<file path="src/rtl/aof_pkg.sv">
package aof_pkg;

  typedef struct packed {
    logic wide;       // 20-bit word instead of 16-bit
    logic lsb_first;  // bit order, only meaningful for the wide word
    logic front;      // word at the start of the slot
  } fmt_t;

  // Unlisted codes 010 and 011 fold to the default code 000.
  function automatic fmt_t decode_fmt(input logic [2:0] code);
    fmt_t f;
    f = '0;
    case (code)
      3'b001: f.front = 1'b1;
      3'b100: f.wide  = 1'b1;
      3'b101: begin f.wide = 1'b1; f.front = 1'b1; end
      3'b110: begin f.wide = 1'b1; f.lsb_first = 1'b1; end
      3'b111: begin f.wide = 1'b1; f.lsb_first = 1'b1; f.front = 1'b1; end
      default: f = '0;
    endcase
    return f;
  endfunction

endpackage

</file>
<file path="src/rtl/aof_ctrl.sv">
module aof_ctrl
  import aof_pkg::*;
(
  input  logic       clk,
  input  logic       rst_n,
  input  logic       mode_rst_n,
  input  logic       cfg_we,
  input  logic [2:0] cfg_fmt,
  input  logic       cfg_vsel,
  output fmt_t       fmt,
  output logic       vsel
);

  logic [2:0] code_q, code_d;
  logic       vsel_q, vsel_d;

  always_comb begin
    code_d = code_q;
    vsel_d = vsel_q;
    if (!mode_rst_n) begin
      code_d = 3'b000;
      vsel_d = 1'b0;
    end else if (cfg_we) begin
      code_d = cfg_fmt;
      vsel_d = cfg_vsel;
    end
  end

  always_ff @(posedge clk or negedge rst_n) begin
    if (!rst_n) begin
      code_q <= 3'b000;
      vsel_q <= 1'b0;
    end else begin
      code_q <= code_d;
      vsel_q <= vsel_d;
    end
  end

  assign fmt  = decode_fmt(code_q);
  assign vsel = vsel_q;

  AST_MODE_CLEAR: assert property (@(posedge clk) disable iff (!rst_n)
    !mode_rst_n |=> (code_q == 3'b000 && !vsel_q));

endmodule

</file>
<file path="src/rtl/aof_sync.sv">
module aof_sync #(
  parameter int SYNC_STAGES = 2
) (
  input  logic clk,
  input  logic rst_n,
  input  logic bclk,
  input  logic lrck,
  output logic bclk_fall,
  output logic lrck_s
);

  // bclk keeps one extra stage to compare against for edge detection
  logic [SYNC_STAGES:0]   bclk_q, bclk_d;
  logic [SYNC_STAGES-1:0] lr_q, lr_d;

  always_comb begin
    for (int i = 0; i <= SYNC_STAGES; i++) begin
      bclk_d[i] = (i == 0) ? bclk : bclk_q[i-1];
    end
    for (int i = 0; i < SYNC_STAGES; i++) begin
      lr_d[i] = (i == 0) ? lrck : lr_q[i-1];
    end
  end

  always_ff @(posedge clk or negedge rst_n) begin
    if (!rst_n) begin
      bclk_q <= '0;
      lr_q   <= '0;
    end else begin
      bclk_q <= bclk_d;
      lr_q   <= lr_d;
    end
  end

  assign bclk_fall = bclk_q[SYNC_STAGES] & ~bclk_q[SYNC_STAGES-1];
  assign lrck_s    = lr_q[SYNC_STAGES-1];

endmodule

</file>
<file path="src/rtl/aof_slot.sv">
module aof_slot #(
  parameter int SAMPLE_W  = 20,
  parameter int SLOT_BITS = 32,
  parameter int POS_W     = 6
) (
  input  logic                clk,
  input  logic                rst_n,
  input  logic                bclk_fall,
  input  logic                lrck_s,
  input  logic [SAMPLE_W-1:0] left_word,
  input  logic [SAMPLE_W-1:0] right_word,
  input  logic                left_valid,
  input  logic                right_valid,
  output logic [POS_W-1:0]    pos,
  output logic [SAMPLE_W-1:0] word,
  output logic                vflag,
  output logic                slot_idle
);

  localparam logic [POS_W-1:0] POS_IDLE = POS_W'(SLOT_BITS);

  logic                lr_prev_q, lr_prev_d;
  logic [POS_W-1:0]    pos_q, pos_d;
  logic [SAMPLE_W-1:0] word_q, word_d;
  logic                vflag_q, vflag_d;
  logic                start;

  assign start = bclk_fall & (lrck_s != lr_prev_q);

  always_comb begin
    lr_prev_d = lr_prev_q;
    pos_d     = pos_q;
    word_d    = word_q;
    vflag_d   = vflag_q;
    if (bclk_fall) begin
      lr_prev_d = lrck_s;
      if (start) begin
        pos_d   = '0;
        word_d  = lrck_s ? left_word  : right_word;
        vflag_d = lrck_s ? left_valid : right_valid;
      end else if (pos_q != POS_IDLE) begin
        pos_d = pos_q + 1'b1;
      end
    end
  end

  always_ff @(posedge clk or negedge rst_n) begin
    if (!rst_n) begin
      lr_prev_q <= 1'b0;
      pos_q     <= POS_IDLE;
      word_q    <= '0;
      vflag_q   <= 1'b0;
    end else begin
      lr_prev_q <= lr_prev_d;
      pos_q     <= pos_d;
      word_q    <= word_d;
      vflag_q   <= vflag_d;
    end
  end

  assign pos       = pos_q;
  assign word      = word_q;
  assign vflag     = vflag_q;
  assign slot_idle = (pos_q == POS_IDLE);

  AST_SLOT_RESTART: assert property (@(posedge clk) disable iff (!rst_n)
    start |=> (pos_q == '0));

  AST_CAPTURE_HOLD: assert property (@(posedge clk) disable iff (!rst_n)
    !start |=> ($stable(word_q) && $stable(vflag_q)));

  AST_POS_BOUND: assert property (@(posedge clk) disable iff (!rst_n)
    pos_q <= POS_IDLE);

endmodule

</file>
<file path="src/rtl/aof_pick.sv">
module aof_pick
  import aof_pkg::*;
#(
  parameter int SAMPLE_W  = 20,
  parameter int NARROW_W  = 16,
  parameter int SLOT_BITS = 32,
  parameter int POS_W     = 6
) (
  input  fmt_t                fmt,
  input  logic                vsel,
  input  logic [POS_W-1:0]    pos,
  input  logic [SAMPLE_W-1:0] word,
  input  logic                vflag,
  output logic                bit_o
);

  localparam int IDX_W = $clog2(SAMPLE_W);

  logic [POS_W-1:0] len;
  logic [POS_W-1:0] first;
  logic [POS_W-1:0] k;
  logic             active;
  logic [IDX_W-1:0] idx;

  always_comb begin
    len    = fmt.wide  ? POS_W'(SAMPLE_W) : POS_W'(NARROW_W);
    first  = fmt.front ? '0 : (POS_W'(SLOT_BITS) - len);
    k      = pos - first;
    active = (pos >= first) && (k < len);
    // MSB-first counts down from the top sample bit; narrow word uses the upper bits
    idx    = fmt.lsb_first ? k[IDX_W-1:0]
                           : (IDX_W'(SAMPLE_W - 1) - k[IDX_W-1:0]);
    bit_o  = vsel ? vflag : (active & word[idx]);
  end

endmodule

</file>
<file path="src/rtl/audio_ser_fmt.sv">
module audio_ser_fmt
  import aof_pkg::*;
#(
  parameter int SAMPLE_W    = 20,
  parameter int NARROW_W    = 16,
  parameter int SLOT_BITS   = 32,
  parameter int SYNC_STAGES = 2
) (
  input  logic                clk,
  input  logic                rst_n,
  input  logic                mode_rst_n,
  input  logic                cfg_we,
  input  logic [2:0]          cfg_fmt,
  input  logic                cfg_vsel,
  input  logic                bclk,
  input  logic                lrck,
  input  logic [SAMPLE_W-1:0] left_word,
  input  logic [SAMPLE_W-1:0] right_word,
  input  logic                left_valid,
  input  logic                right_valid,
  output logic                sdata
);

  localparam int POS_W = $clog2(SLOT_BITS + 1);

  logic [1:0]          rst_pipe;
  logic                rst_sync_n;
  fmt_t                fmt;
  logic                vsel;
  logic                bclk_fall;
  logic                lrck_s;
  logic [POS_W-1:0]    pos;
  logic [SAMPLE_W-1:0] word;
  logic                vflag;
  logic                slot_idle;
  logic                pick_bit;
  logic                fall_d_q;
  logic                sdata_q, sdata_d;

  // asynchronous assertion, synchronous release
  always_ff @(posedge clk or negedge rst_n) begin
    if (!rst_n) rst_pipe <= '0;
    else        rst_pipe <= {rst_pipe[0], 1'b1};
  end
  assign rst_sync_n = rst_pipe[1];

  aof_ctrl u_ctrl (
    .clk        (clk),
    .rst_n      (rst_sync_n),
    .mode_rst_n (mode_rst_n),
    .cfg_we     (cfg_we),
    .cfg_fmt    (cfg_fmt),
    .cfg_vsel   (cfg_vsel),
    .fmt        (fmt),
    .vsel       (vsel)
  );

  aof_sync #(.SYNC_STAGES(SYNC_STAGES)) u_sync (
    .clk       (clk),
    .rst_n     (rst_sync_n),
    .bclk      (bclk),
    .lrck      (lrck),
    .bclk_fall (bclk_fall),
    .lrck_s    (lrck_s)
  );

  aof_slot #(.SAMPLE_W(SAMPLE_W), .SLOT_BITS(SLOT_BITS), .POS_W(POS_W)) u_slot (
    .clk         (clk),
    .rst_n       (rst_sync_n),
    .bclk_fall   (bclk_fall),
    .lrck_s      (lrck_s),
    .left_word   (left_word),
    .right_word  (right_word),
    .left_valid  (left_valid),
    .right_valid (right_valid),
    .pos         (pos),
    .word        (word),
    .vflag       (vflag),
    .slot_idle   (slot_idle)
  );

  aof_pick #(.SAMPLE_W(SAMPLE_W), .NARROW_W(NARROW_W),
             .SLOT_BITS(SLOT_BITS), .POS_W(POS_W)) u_pick (
    .fmt   (fmt),
    .vsel  (vsel),
    .pos   (pos),
    .word  (word),
    .vflag (vflag),
    .bit_o (pick_bit)
  );

  // output updates one cycle after the slot state so it sees the new position and word
  always_comb begin
    sdata_d = fall_d_q ? pick_bit : sdata_q;
  end

  always_ff @(posedge clk or negedge rst_sync_n) begin
    if (!rst_sync_n) begin
      fall_d_q <= 1'b0;
      sdata_q  <= 1'b0;
    end else begin
      fall_d_q <= bclk_fall;
      sdata_q  <= sdata_d;
    end
  end

  assign sdata = sdata_q;

  AST_HOLD_QUIET: assert property (@(posedge clk) disable iff (!rst_sync_n)
    !fall_d_q |=> $stable(sdata_q));

  AST_IDLE_LOW: assert property (@(posedge clk) disable iff (!rst_sync_n)
    (fall_d_q && slot_idle && !vsel) |=> !sdata_q);

  AST_VALID_ROUTE: assert property (@(posedge clk) disable iff (!rst_sync_n)
    (fall_d_q && vsel) |=> (sdata_q == $past(vflag)));

endmodule

</file>
<file path="config.mk">
export PLATFORM = sky130hd
export DESIGN_NAME = audio_ser_fmt
export DESIGN_NICKNAME = d
export VERILOG_FILES = /design/src/rtl/aof_pkg.sv /design/src/rtl/aof_ctrl.sv /design/src/rtl/aof_sync.sv /design/src/rtl/aof_slot.sv /design/src/rtl/aof_pick.sv /design/src/rtl/audio_ser_fmt.sv
export SDC_FILE = /design/constraint.sdc
export NUM_CORES = 1
export LEC_CHECK = 0
export BUFFER_PORTS_ARGS = -buffer_cell sky130_fd_sc_hd__buf_2
export CAP_MARGIN = 20
export CORE_MARGIN = 1.5
export CORE_UTILIZATION = 55
export DETAILED_ROUTE_END_ITERATION = 10
export GPL_TIMING_DRIVEN = 0
export PLACE_DENSITY_LB_ADDON = 0.2
export REMOVE_ABC_BUFFERS = 1
export SYNTH_ARGS = -nofsm -noshare
export SYNTH_HDL_FRONTEND = slang
export SYNTH_SLANG_ARGS = --single-unit
export TNS_END_PERCENT = 100
</file>
<file path="constraint.sdc">
create_clock -name clk -period 2.1 [get_ports clk]
set_input_delay 0.42 -clock clk [delete_from_list [all_inputs] [get_ports clk]]
set_output_delay 0.42 -clock clk [all_outputs]
set_load 0.02 [all_outputs]
</file>
* Word level (Yosys, flattened, before mapping) *
Index checks and enable logic that the tools add are counted.
W data, S select, Z words.

word-level totals
  output and inout port bits = 1
  logic and storage cells = 54
  bits in registers = 41

cells by class
  bitwise operators = 4
  reduce and logical (&&, ||, !) cells = 7
  order comparisons = 3
  equal/unequal tests = 8
  $add $sub $neg = 4
  mux-type cells = 17

operator list
  operator               number
  $mux W20               1
  $mux W6                3
  $eq A3 B3 Y1 const B   4
  $mux W3                3
  $mux W1                8
  $add A6 B1 Y6 const B  1
  $ge A6 B6 Y1           1
  $lt A5 B6 Y1 const B   1
  $lt A6 B6 Y1           1
  $ne A6 B6 Y1 const B   1
  $sub A6 B6 Y6          1
  $sub A6 B6 Y6 const A  1
  $bmux W1 S5            1
  $mux W5                1
  $sub A5 B5 Y5 const A  1
  $reduce_and A2 Y1      2
  $reduce_or A4 Y1       1
  $and A1 B1 Y1          3
  $eq A3 B1 Y1 const B   1
  $reduce_or A3 Y1       1
  $ne A2 B1 Y1 const B   1
  $reduce_bool A2 Y1     1
  $reduce_or A2 Y1       1
  $logic_and A1 B1 Y1    1
  other kinds (2)        2

* Depth between registers and ports, before layout *
Gate-level depths: netlist of run 1.

  depth after elaboration = 13
  gate-level depth with buffers = 12
  depth with buffers taken out = 12

* Modules after synthesis *
From an unflattened synthesis of run 1, not the netlist that was laid out.

second synthesis, totals
  cells, all modules = 211
  area total of the unflattened synthesis = 2563.7 um^2

by module, submodules not included
  module         seq. area each (um^2)  cells an instance  times used  area each (um^2)
  aof_slot       701.9                  133                1           1570.3
  aof_pick       0.0                    49                 1           538.0
  aof_ctrl       100.1                  17                 1           197.7
  aof_sync       125.1                  6                  1           138.9
  audio_ser_fmt  100.1                  6                  1           118.9

* Worst setup path after synthesis of run 1 *
Ideal clock, no wire load.

  path type = flip-flop to flip-flop
  start = register u_ctrl.code_q[2]
  end = register sdata_q, in the netlist sdata
  buffers on the path = 0
  library setup time = 73 ps
  data required time = 2027 ps
  slack = -1028 ps
  arrival = 3055 ps
  stages on the path, launching flop included = 13
  cells stage by stage = dfrtp_1 or2b_1 inv_1 ha_1 inv_1 fa_1 inv_1 ha_1 mux2_4 nor4b_4 or4b_1 a2111o_1 a21oi_2

between the ends
  word-level cells in the longest chain between the ends = 13
  elaborated cells between the ends (all ways) = 24
  classes of those cells = 3 x add/sub; 2 x order compare; 5 x eq/ne; 9 x mux; 1 x bitwise; 4 x reduce/logical

RTL lines
  item                           line                  RTL
  from (decl)                    aof_ctrl.sv:14        logic [2:0] code_q, code_d;
  from (signal assigned)         aof_ctrl.sv:34        code_q <= code_d;
  $eq A3 B3 Y1                   aof_pkg.sv:13         case (code)
  $reduce_or A4 Y1 (no line)     -
  $mux W1                        aof_pkg.sv:13
  $mux W3                        aof_pick.sv:26        len = fmt.wide ? POS_W'(SAMPLE_W) : POS_W'(NARROW_W);
  $sub A6 B6 Y6                  aof_pick.sv:27        first = fmt.front ? '0 : (POS_W'(SLOT_BITS) - len);
  $mux W6                        aof_pick.sv:27
  $sub A6 B6 Y6                  aof_pick.sv:28        k = pos - first;
  $sub A5 B5 Y5                  aof_pick.sv:32        : (IDX_W'(SAMPLE_W - 1) - k[IDX_W-1:0]);
  $mux W5                        aof_pick.sv:31        idx = fmt.lsb_first ? k[IDX_W-1:0]
  $bmux W1 S5                    aof_pick.sv:33        bit_o = vsel ? vflag : (active & word[idx]);
  $mux W1 (implied by the code)  aof_pick.sv:33
  $and A1 B1 Y1 *                aof_pick.sv:33
  $mux W1 *                      aof_pick.sv:33
  to (signal assigned)           audio_ser_fmt.sv:103  sdata_q <= sdata_d;
  to (decl)                      audio_ser_fmt.sv:38   logic sdata_q, sdata_d;

Mark *: on every way between the ends. The rest lies on a longest branch, timed or not. The select of a mux whose other input is x is not followed.
A chain may end at the register's enable or synchronous reset.

* Worst setup path in the final report of run 1 *
  start = register u_ctrl.code_q[0]
  end = register sdata_q, in the netlist sdata

The elaborated chain is that of the path after synthesis.

==> flow_summary.yaml, run 1 <==
setup_path:
  crit_fanout: 3
  crit_chain: "or2b_4 > inv_2 > ha_4 > inv_2 > fa_2 > inv_2 > ha_4 > mux2_4 > nor4b_4 > or4b_4 > a2111o_1 > a21oi_2"
  crit_type: "flop to flop"
  required_ns: 2.33
  crit_arrival_ns: 3.31
  endpoint_kind: "flop"
  reg2reg_to: "sdata"
  r2r_start: "u_ctrl.code_q[0]"
  r2r_slack_ns: -0.98
  start_kind: "flop"
  reg2reg_depth: 12
  slowest_stage: "fa_2"
  cpPeakStageDelay_ns: 0.55
  crit_path_frequent_cell: "inv_2"
power_and_ir_drop:
  switching_share: 0.342
  power.density_nw_per_um2: 945
  combinationalPowerShare: 0.375
  p_leak_nw: 1.30
  power_switching_w: 0.000909
  ir_drop_mv: 0.632
  clock_power_share: 0.193
  p_int_w: 0.00175
  power_frac_seq: 0.432
floorplanning:
  core_sq_um: 4060
  boundaryPins: 53
  die_area_sq_um: 4650
  die-height_um: 68.2
  die_x_um: 68.2
  std_cell_rows: 23
  initial_utilization: 0.576
logic_synthesis:
  synth-seq-area-share: 0.439
  ys_warn_count: 0
  ys_top_cells_by_area: "dfrtp_1 43%, mux2i_1 11%, mux4_2 6.7%, a21oi_1 5.1%, nor2_1 5.0%"
  synth_edf_count: 0
  synth_top_area_frac: 0.428
  synthCells: 215
  async_flop_share: 1.00
  synth_cell_type_count: 45
  synth.avg_cell_area_sq_um: 10.9
  synth_area_sq_um: 2340
  synth_ff_type: "dfrtp_1"
  synth_seq_cells: 41
  synth.largest_area_cell: "dfrtp_1"
cells_and_area:
  fillCellCount: 311
  antenna_cells: 0
  drive_gt1_frac: 0.343
  area_delta_synth_final_pct: 20.1
  nets: 330
  design_area_sq_um: 2810
min_path:
  worstHoldStart: "lrck"
  hold_end: "u_sync.lr_q[0]"
  hold_class: "input pin to flop"
  hold_depth: 1
run_status:
  status: "finished with violations"
  violations: "negative setup slack"
routing:
  drc: 0
  first_iter_violations: 98
  ant_nets: 0
  dr.pass1.iters: 4
  routedWlPerCell_um: 14.6
  vias: 1755
  drt-total-wl_um: 4670
  routed_via_density: 5.47
clock_tree:
  worst_skew_pair.late_latency_ns: 0.30
  cts.clk_slew.worst_paths_ns: 0.08
  cts.path.max_buffers: 2
  cts_tree: "built"
  cts_made_buffers: 5
  root_buffer: "clkbuf_8"
  clock-sinks: 41
  htree_levels: 2
sta:
  finalHoldViolCount: 0
  clock.fmax_mhz: 325
  min_period_ns: 3.08
  maxSlewHeadroom: 0.429
  slew_viol_final: 0
  rsz0062_at_grt: "yes"
  worst_slew_pin_slew_ns: 0.856
  fin_crit_sh: 1.47
  setup_viol_count_final: 1
  fin_ws_ns: -0.980
  skew_ns: 0.00484
  tns_ns: -0.980
global_route:
  grt_max_degree: 49
  grt_pass1_wl_um: 7100
  gr-usage-all-layers: 0.213
  grt_overflow_total: 0
  grt_pass1_vias: 1633
  antenna_found_initial: 0
flow_run:
  cap_violations: 0
place:
  numPortBuffers: 52
  dp_hpwl_um: 3160
  gp_congestion: 0.792
  placed_area_sq_um: 2620
  place_ws_ns: -1.30
worst max-delay path: cells and delay by family (launching register included):
| kind | cells | cell delay (ns) |
|---|---|---|
| muxes | 1 | 0.26 |
| adders and majority gates | 3 | 0.89 |
| buffers and inverters | 3 | 0.15 |
| AOI/OAI and AO/OA | 2 | 0.43 |
| DFF | 1 | 0.39 |
| and+or+nand+nor | 3 | 0.88 |
sequential cells by signal, indices dropped and copies added, names as in the netlist:
register / flops
u_ctrl.code_q: 3
u_ctrl.vsel: 1
u_slot.lr_prev_q: 1
u_slot.vflag: 1
fall_d_q: 1
u_slot.word: 20
u_slot.pos: 6
rst_pipe: 2
u_sync.bclk_q: 3
sdata: 1
u_sync.lr_q: 2
placed cells by master (no fill, tap or decap), drive strengths merged, types with 3 or more instances in the layout:
cell	count
nor2b	7
clkbuf	6
mux2i	25
ha	7
nand4	3
nor2	32
xnor2	5
nand2	10
inv	9
buf	58
a21oi	25
a31oi	3
dfrtp	40
mux4	10
xor2	3
cell type report:
| type | instances | area, sq um | area share |
|---|---|---|---|
| timing repair buffer | 59 | 315 | 0.112 |
| clock inverter | 2 | 15.0 | 0.00535 |
| clock buffer | 6 | 72.6 | 0.0258 |
| sequential | 41 | 1030 | 0.367 |
| tap | 50 | 62.6 | 0.0223 |
| inverter | 9 | 33.8 | 0.0120 |
| multi-input combinational | 154 | 1280 | 0.455 |
worst max path at each step:
stage	from	end	slack, ns	depth (start not counted)
finish	u_ctrl.code_q[0]	sdata	-0.98	12
global route	u_ctrl.code_q[0]	sdata	-1.03	12
CTS	u_ctrl.code_q[0]	sdata	-1.12	12
detailed placement	u_ctrl.code_q[2]	sdata	-1.30	12
global placement	u_sync.lr_q[1]	u_slot.word[7]	-1.62	3
floorplan	u_ctrl.code_q[2]	sdata	-1.04	12
synth_stat cells (2+ instances only):
master and n:
xor2_1 3, clkbuf_1 7, nor2b_1 7, a21oi_1 24, ha_1 7, nor3_1 2
a31oi_1 3, inv_2 2, inv_1 7, mux2i_1 25, mux4_2 7, buf_1 3
nor2_1 31, nand4_1 3, xnor2_1 5, nand2_1 9, mux4_1 3, dfrtp_1 40
per-layer routing:
metal,routed length [um],track usage,vias up
li1,-,-,876
met1,2110,0.267,834
met2,2310,0.351,38
met3,176,0.0740,7
met4,74,0.0625,0
met5,0,0,-
power by group through the flow:
stage / logic (W) / clock network (W) / registers, W
detailed placement: 0.000905 / 0 / 0.00116
global route: 0.00109 / 0.000563 / 0.00117
floorplan: 0.000733 / 0 / 0.00111
finish: 0.000996 / 0.000512 / 0.00115
global placement: 0.000874 / 0 / 0.00115
CTS: 0.000972 / 0.000528 / 0.00115
through the flow:
| stage | cells | total power (W) | hold WS, ns | utilization |
|---|---|---|---|---|
| after floorplan | 203 | 0.00184 | 0.124 | - |
| after global placement | 305 | 0.00203 | 0.207 | 0.643 |
| after detailed placement | 305 | 0.00207 | 0.209 | 0.645 |
| after CTS | 319 | 0.00265 | 0.213 | 0.686 |
| after global routing | 321 | 0.00283 | 0.206 | 0.692 |
| final | 321 | 0.00266 | 0.217 | 0.692 |
timing repair:
| item | 4_1_cts | 5_1_grt |
|---|---|---|
| endpoints found under the hold margin | 2 | 0 |
| resized for setup | 9 | 3 |
| setup endpoints to repair | 28 | 28 |
| cloned | 0 | 1 |
| setup buffers | 5 | 1 |
| pin swaps | 4 | 4 |
| hold buffers | 1 | 0 |
kinds of logic (layout without fill, tap and decap cells):
| group | after synthesis | in the layout | share of synthesized area |
|---|---|---|---|
| xor+xnor | 8 | 8 | 0.0300 |
| flops | 41 | 41 | 0.439 |
| compound gates | 39 | 39 | 0.101 |
| other cells | 1 | 1 | 0.00160 |
| fa+ha+maj | 8 | 8 | 0.0460 |
| mux | 37 | 37 | 0.219 |
| simple gates | 60 | 61 | 0.126 |
| buf+inv | 21 | 76 | 0.0375 |
(Power assumes the default switching activity.)
==> run 2: changes to the inputs <==
--- a/config.mk
+++ b/config.mk
@@ -12,3 +12,3 @@
 export DETAILED_ROUTE_END_ITERATION = 10
-export GPL_TIMING_DRIVEN = 0
+export GPL_TIMING_DRIVEN = 1
 export PLACE_DENSITY_LB_ADDON = 0.2
==> constraint.sdc (replaced) <==
create_clock -name clk -period 2.1 [get_ports clk]
set_input_delay 0.315 -clock clk [delete_from_list [all_inputs] [get_ports clk]]
set_output_delay 0.315 -clock clk [all_outputs]
set_load 0.02 [all_outputs]
==> run 2 against run 1 <==
Effect of this change:
- the run still ends with negative setup slack left
- utilization increased by 1.9 points
- sequential cell count did not move
- register-to-register slack improved by 0.02 ns
- hold slack got worse by 0.095 ns
- routed wire length increased by 2.5%
- die area stayed put
- setup slack gained 0.024 ns
- power up 3.3%
- final cell count up 5.0%
- largest cell class unchanged
==> flow_summary.yaml, run 2 (same netlist as run 1, synthesis figures left out) <==
floorplanning:
  die_area_sq_um: 4650
  boundaryPins: 53
  core_sq_um: 4060
  std_cell_rows: 23
  initial_utilization: 0.576
  die-height_um: 68.2
  die_x_um: 68.2
routing:
  ant_nets: 0
  routed_via_density: 5.47
  first_iter_violations: 102
  routedWlPerCell_um: 14.2
  dr.pass1.iters: 4
  vias: 1844
  drt-total-wl_um: 4790
  drc: 0
cells_and_area:
  largest_reg_flops: 20
  final_common_cell: "buf_2"
  final_cell_mix: "52 x buf_2, 40 x dfrtp_1, 30 x nor2_1"
  drive_gt1_frac: 0.345
  fillCellCount: 303
  nets: 346
  area_delta_synth_final_pct: 23.4
  antenna_cells: 0
global_route:
  gr-usage-all-layers: 0.230
  grt_pass1_vias: 1781
  grt_overflow_total: 0
  grt_pass1_wl_um: 7730
  grt_max_degree: 49
  antenna_found_initial: 0
setup_path:
  r2r_slack_ns: -0.96
  crit_chain: "or2b_1 > inv_1 > ha_1 > inv_1 > fa_1 > inv_2 > ha_4 > mux2_4 > nor4b_4 > or4b_1 > a2111o_1 > a21oi_2"
  crit_arrival_ns: 3.29
  crit_type: "flop to flop"
  crit_fanout: 3
  endpoint_kind: "flop"
  cpPeakStageDelay_ns: 0.53
  start_kind: "flop"
  r2r_start: "u_ctrl.code_q[0]"
  reg2reg_depth: 12
  required_ns: 2.33
  crit_path_frequent_cell: "inv_1"
  reg2reg_to: "sdata"
  slowest_stage: "fa_1"
place:
  gp_congestion: 0.905
  dp_hpwl_um: 3570
  numPortBuffers: 52
power_and_ir_drop:
  power.density_nw_per_um2: 951
  p_leak_nw: 1.38
  report.power.total_w: 0.00274
  ir_drop_mv: 0.573
clock_tree:
  worst_skew_pair.late_latency_ns: 0.30
  htree_levels: 2
  cts_tree: "built"
  cts_made_buffers: 5
  cts.clk_slew.worst_paths_ns: 0.08
  root_buffer: "clkbuf_8"
  clock-sinks: 41
  cts.path.max_buffers: 2
sta:
  clock.fmax_mhz: 327
  fin_ws_ns: -0.956
  whs_ns: 0.122
  fin_crit_sh: 1.46
  rsz0062_at_grt: "yes"
  min_period_ns: 3.06
  finalHoldViolCount: 0
  slew_viol_final: 0
  setup_viol_count_final: 1
  skew_ns: 0.00417
min_path:
  hold_depth: 1
  hold_class: "input pin to flop"
  worstHoldStart: "bclk"
  hold_end: "u_sync.bclk_q[0]"
run_status:
  violations: "negative setup slack"
  status: "finished with violations"
flow_run:
  cap_violations: 0
[run 2: changes by cell type in the layout (fill, tap and decap cells not counted), moves of 2 or more]
cell | previous run | this run
clkbuf_1 | 1 | 3
dfrtp_1 | 38 | 40
clkinvlp_4 | 2 | 0
buf_4 | 6 | 23
nor2_4 | 2 | 0
inv_2 | 5 | 3
inv_1 | 4 | 6
[run 2: where the power goes]
part	leakage [nW]	internal (W)	switching, W	total [W]
Clock	0.0395	0.000236	0.000263	0.000499
Combinational	0.864	0.000650	0.000503	0.00115
Sequential	0.477	0.000949	0.000142	0.00109
[run 2: area by class of cell]
class / count / area, sq um / area share
Clock buffer: 8 / 80.1 / 0.0278
Timing Repair Buffer: 76 / 443 / 0.154
Inverter: 9 / 33.8 / 0.0117
Multi-Input combinational cell: 153 / 1240 / 0.429
Sequential cell: 41 / 1030 / 0.356
Tap cell: 50 / 62.6 / 0.0217
[run 2: how the worst max path moves through the flow]
stage	cells after the start	from	endpoint	slack [ns]
final	12	u_ctrl.code_q[0]	sdata	-0.96
after global routing	12	u_ctrl.code_q[0]	sdata	-1.05
after CTS	12	u_ctrl.code_q[0]	sdata	-0.99
after detailed placement	12	u_ctrl.code_q[0]	sdata	-1.04
after global placement	12	u_ctrl.code_q[0]	sdata	-0.95
after floorplan	12	u_ctrl.code_q[2]	sdata	-1.04
[run 2: stage by stage]
step	std cells	setup slack [ns]	util	area [sq um]	setup TNS, ns
floorplan	203	-1.04	-	2280	-23.05
global placement	326	-0.949	0.682	2770	-0.949
detailed placement	326	-1.04	0.682	2770	-1.04
CTS	336	-0.991	0.709	2880	-0.991
global route	337	-1.05	0.711	2890	-1.05
finish	337	-0.956	0.711	2890	-0.956
[run 2: critical path, delay by kind of cell, from the launching register on]
kind	cells	cell delay, ns
AOI/OAI and AO/OA	2	0.44
adders and majority gates	3	0.90
buffers and inverters	3	0.18
DFF	1	0.38
muxes	1	0.26
and+or+nand+nor	3	0.82
[run 2: metal layers]
| metal | share of wire | GRT usage | up-vias |
|---|---|---|---|
| met2 | 0.51 | 0.399 | 57 |
| met1 | 0.43 | 0.273 | 873 |
| met3 | 0.045 | 0.0526 | 10 |
| li1 | - | - | 904 |
| met5 | 0 | 0 | - |
| met4 | 0.021 | 0.0975 | 0 |
[run 2: timing repair]
item / CTS / global route
hold buffers: 1 / 0
resized for setup: 2 / 0
hold endpoints to repair: 2 / 0
setup buffers: 1 / 1
pin swaps: 1 / 1
setup endpoints to repair: 1 / 1
==> run 3: changes to the inputs <==
- CORE_UTILIZATION: 55 -> 54
- clock period: 2.1 -> 3.2 ns (I/O delays scaled with it)
==> run 3 against run 2 <==
Effect of this change:
- the run now ends clean
- final cell count is 5.0% lower
- clock skew rose by 0.0029 ns
- maximum frequency is 2.7% lower
- die area rose by 1.8%
- first-iteration DRC count decreased by 31%
- clock power fell by 20%
- sequential power down 32%
- sequential share of layout area rose by 1.2 points
- largest power group is now sequential cells
- highest routed layer unchanged
==> flow_summary.yaml, run 3 (same netlist as run 1, synthesis figures left out) <==
routing:
  routedWlPerCell_um: 14.2
  vias: 1755
  first_iter_violations: 70
  ant_nets: 0
  routed_via_density: 5.48
  dr.pass1.iters: 4
  drc: 0
  drt-total-wl_um: 4540
setup_path:
  reg2reg_depth: 12
  r2r_slack_ns: 0.06
  crit_arrival_ns: 3.36
  r2r_start: "u_ctrl.code_q[0]"
  required_ns: 3.42
  reg2reg_to: "sdata"
  endpoint_kind: "flop"
  crit_type: "flop to flop"
  crit_fanout: 3
  start_kind: "flop"
floorplanning:
  std_cell_rows: 23
  die_area_sq_um: 4730
  die-height_um: 68.8
  initial_utilization: 0.572
  core_sq_um: 4090
  die_x_um: 68.8
  boundaryPins: 53
sta:
  maxSlewHeadroom: 0.352
  clock.fmax_mhz: 318
  rsz0062_at_grt: "yes"
  min_period_ns: 3.14
  setup_viol_count_final: 0
  slew_viol_final: 0
  worst_slew_pin_slew_ns: 0.973
  tns_ns: 0
  finalHoldViolCount: 0
  fin_crit_sh: 0.981
  skew_ns: 0.00703
global_route:
  grt_max_degree: 49
  gr-usage-all-layers: 0.220
  grt_pass1_vias: 1659
  grt_overflow_total: 0
  antenna_found_initial: 0
  grt_pass1_wl_um: 7550
clock_tree:
  cts_tree: "built"
  cts.clk_slew.worst_paths_ns: 0.08
  postCtsSetupBuffers: 0
  root_buffer: "clkbuf_8"
  worst_skew_pair.late_latency_ns: 0.29
  cts_made_buffers: 5
  cts.path.max_buffers: 2
  htree_levels: 2
  clock-sinks: 41
place:
  placed_area_sq_um: 2660
  dp_hpwl_um: 3420
  gp_congestion: 0.875
  numPortBuffers: 52
flow_run:
  cap_violations: 0
min_path:
  worstHoldStart: "lrck"
  hold_end: "u_sync.lr_q[0]"
  hold_class: "input pin to flop"
  hold_depth: 1
power_and_ir_drop:
  power.density_nw_per_um2: 643
  ir_drop_mv: 0.344
  report.power.total_w: 0.00179
  p_leak_nw: 1.31
cells_and_area:
  nets: 329
  design_area_sq_um: 2790
  final_common_cell: "buf_2"
  drive_gt1_frac: 0.319
  area_delta_synth_final_pct: 19.2
  antenna_cells: 0
  final_cell_mix: "52 x buf_2, 40 x dfrtp_1, 30 x nor2_1"
  largest_reg_flops: 20
run_status:
  status: "completed"
-- run 3: cell types whose count changed in the layout (fill, tap and decap cells not counted) --
cell,delta
buf_4,-17
bufinv_16,+1
clkbuf_1,-2
clkinv_2,+1
ha_1,-1
ha_2,+1
inv_1,-1
inv_2,+1
-- run 3: routing by layer --
layer	vias up	GRT usage	routed length [um]
li1	866	-	-
met1	836	0.290	2040
met3	6	0.0438	174
met4	0	0.0588	48
met5	-	0	0
met2	47	0.373	2280
-- run 3: worst max-delay path by stage --
stage                     start  endpoint  depth (start not counted)
6_report       u_ctrl.code_q[0]     sdata                         12
5_1_grt        u_ctrl.code_q[0]     sdata                         12
4_1_cts        u_ctrl.code_q[0]     sdata                         12
3_5_place_dp   u_ctrl.code_q[0]     sdata                         12
3_3_place_gp   u_ctrl.code_q[0]     sdata                         12
2_1_floorplan  u_ctrl.code_q[2]     sdata                         12
-- run 3: layout make-up --
cell class                      count  area (sq um)
Fill cell                         319          1300
Multi-Input combinational cell    153          1240
Inverter                            9          33.8
Timing Repair Buffer               59           315
Sequential cell                    41          1030
Clock inverter                      2          35.0
Tap cell                           50          62.6
Clock buffer                        6          72.6
-- run 3: through the flow --
stage	std cells	util	hold WS, ns	setup WS (ns)
detailed placement	311	0.650	0.268	0.0281
finish	320	0.682	0.292	0.0598
global placement	311	0.650	0.265	0.139
floorplan	203	-	0.184	0.0630
global route	320	0.682	0.278	-0.0698
CTS	320	0.682	0.290	0.0662
-- run 3: repair_timing --
item	CTS	global route
setup endpoints to repair	1	1
pin swaps	0	0
hold endpoints to repair	2	0
gates resized for setup	2	2
hold buffers	1	0
-- run 3: critical path, stage by stage (launching register included) --
cell and delay (ns):
dfrtp_1 0.39, or2b_1 0.25, inv_1 0.07, ha_2 0.19, inv_2 0.04, fa_1 0.52
inv_2 0.06, ha_4 0.21, mux2_4 0.26, nor4b_4 0.13, or4b_1 0.49, a2111o_1 0.32
a21oi_2 0.14
-- run 3: power by group --
part	switching (W)	total, W	leakage (nW)	internal, W
registers	0.000120	0.000742	0.477	0.000622
logic	0.000288	0.000648	0.778	0.000360
clock network	0.000170	0.000401	0.0552	0.000231
total	0.000578	0.00179	1.31	0.00121
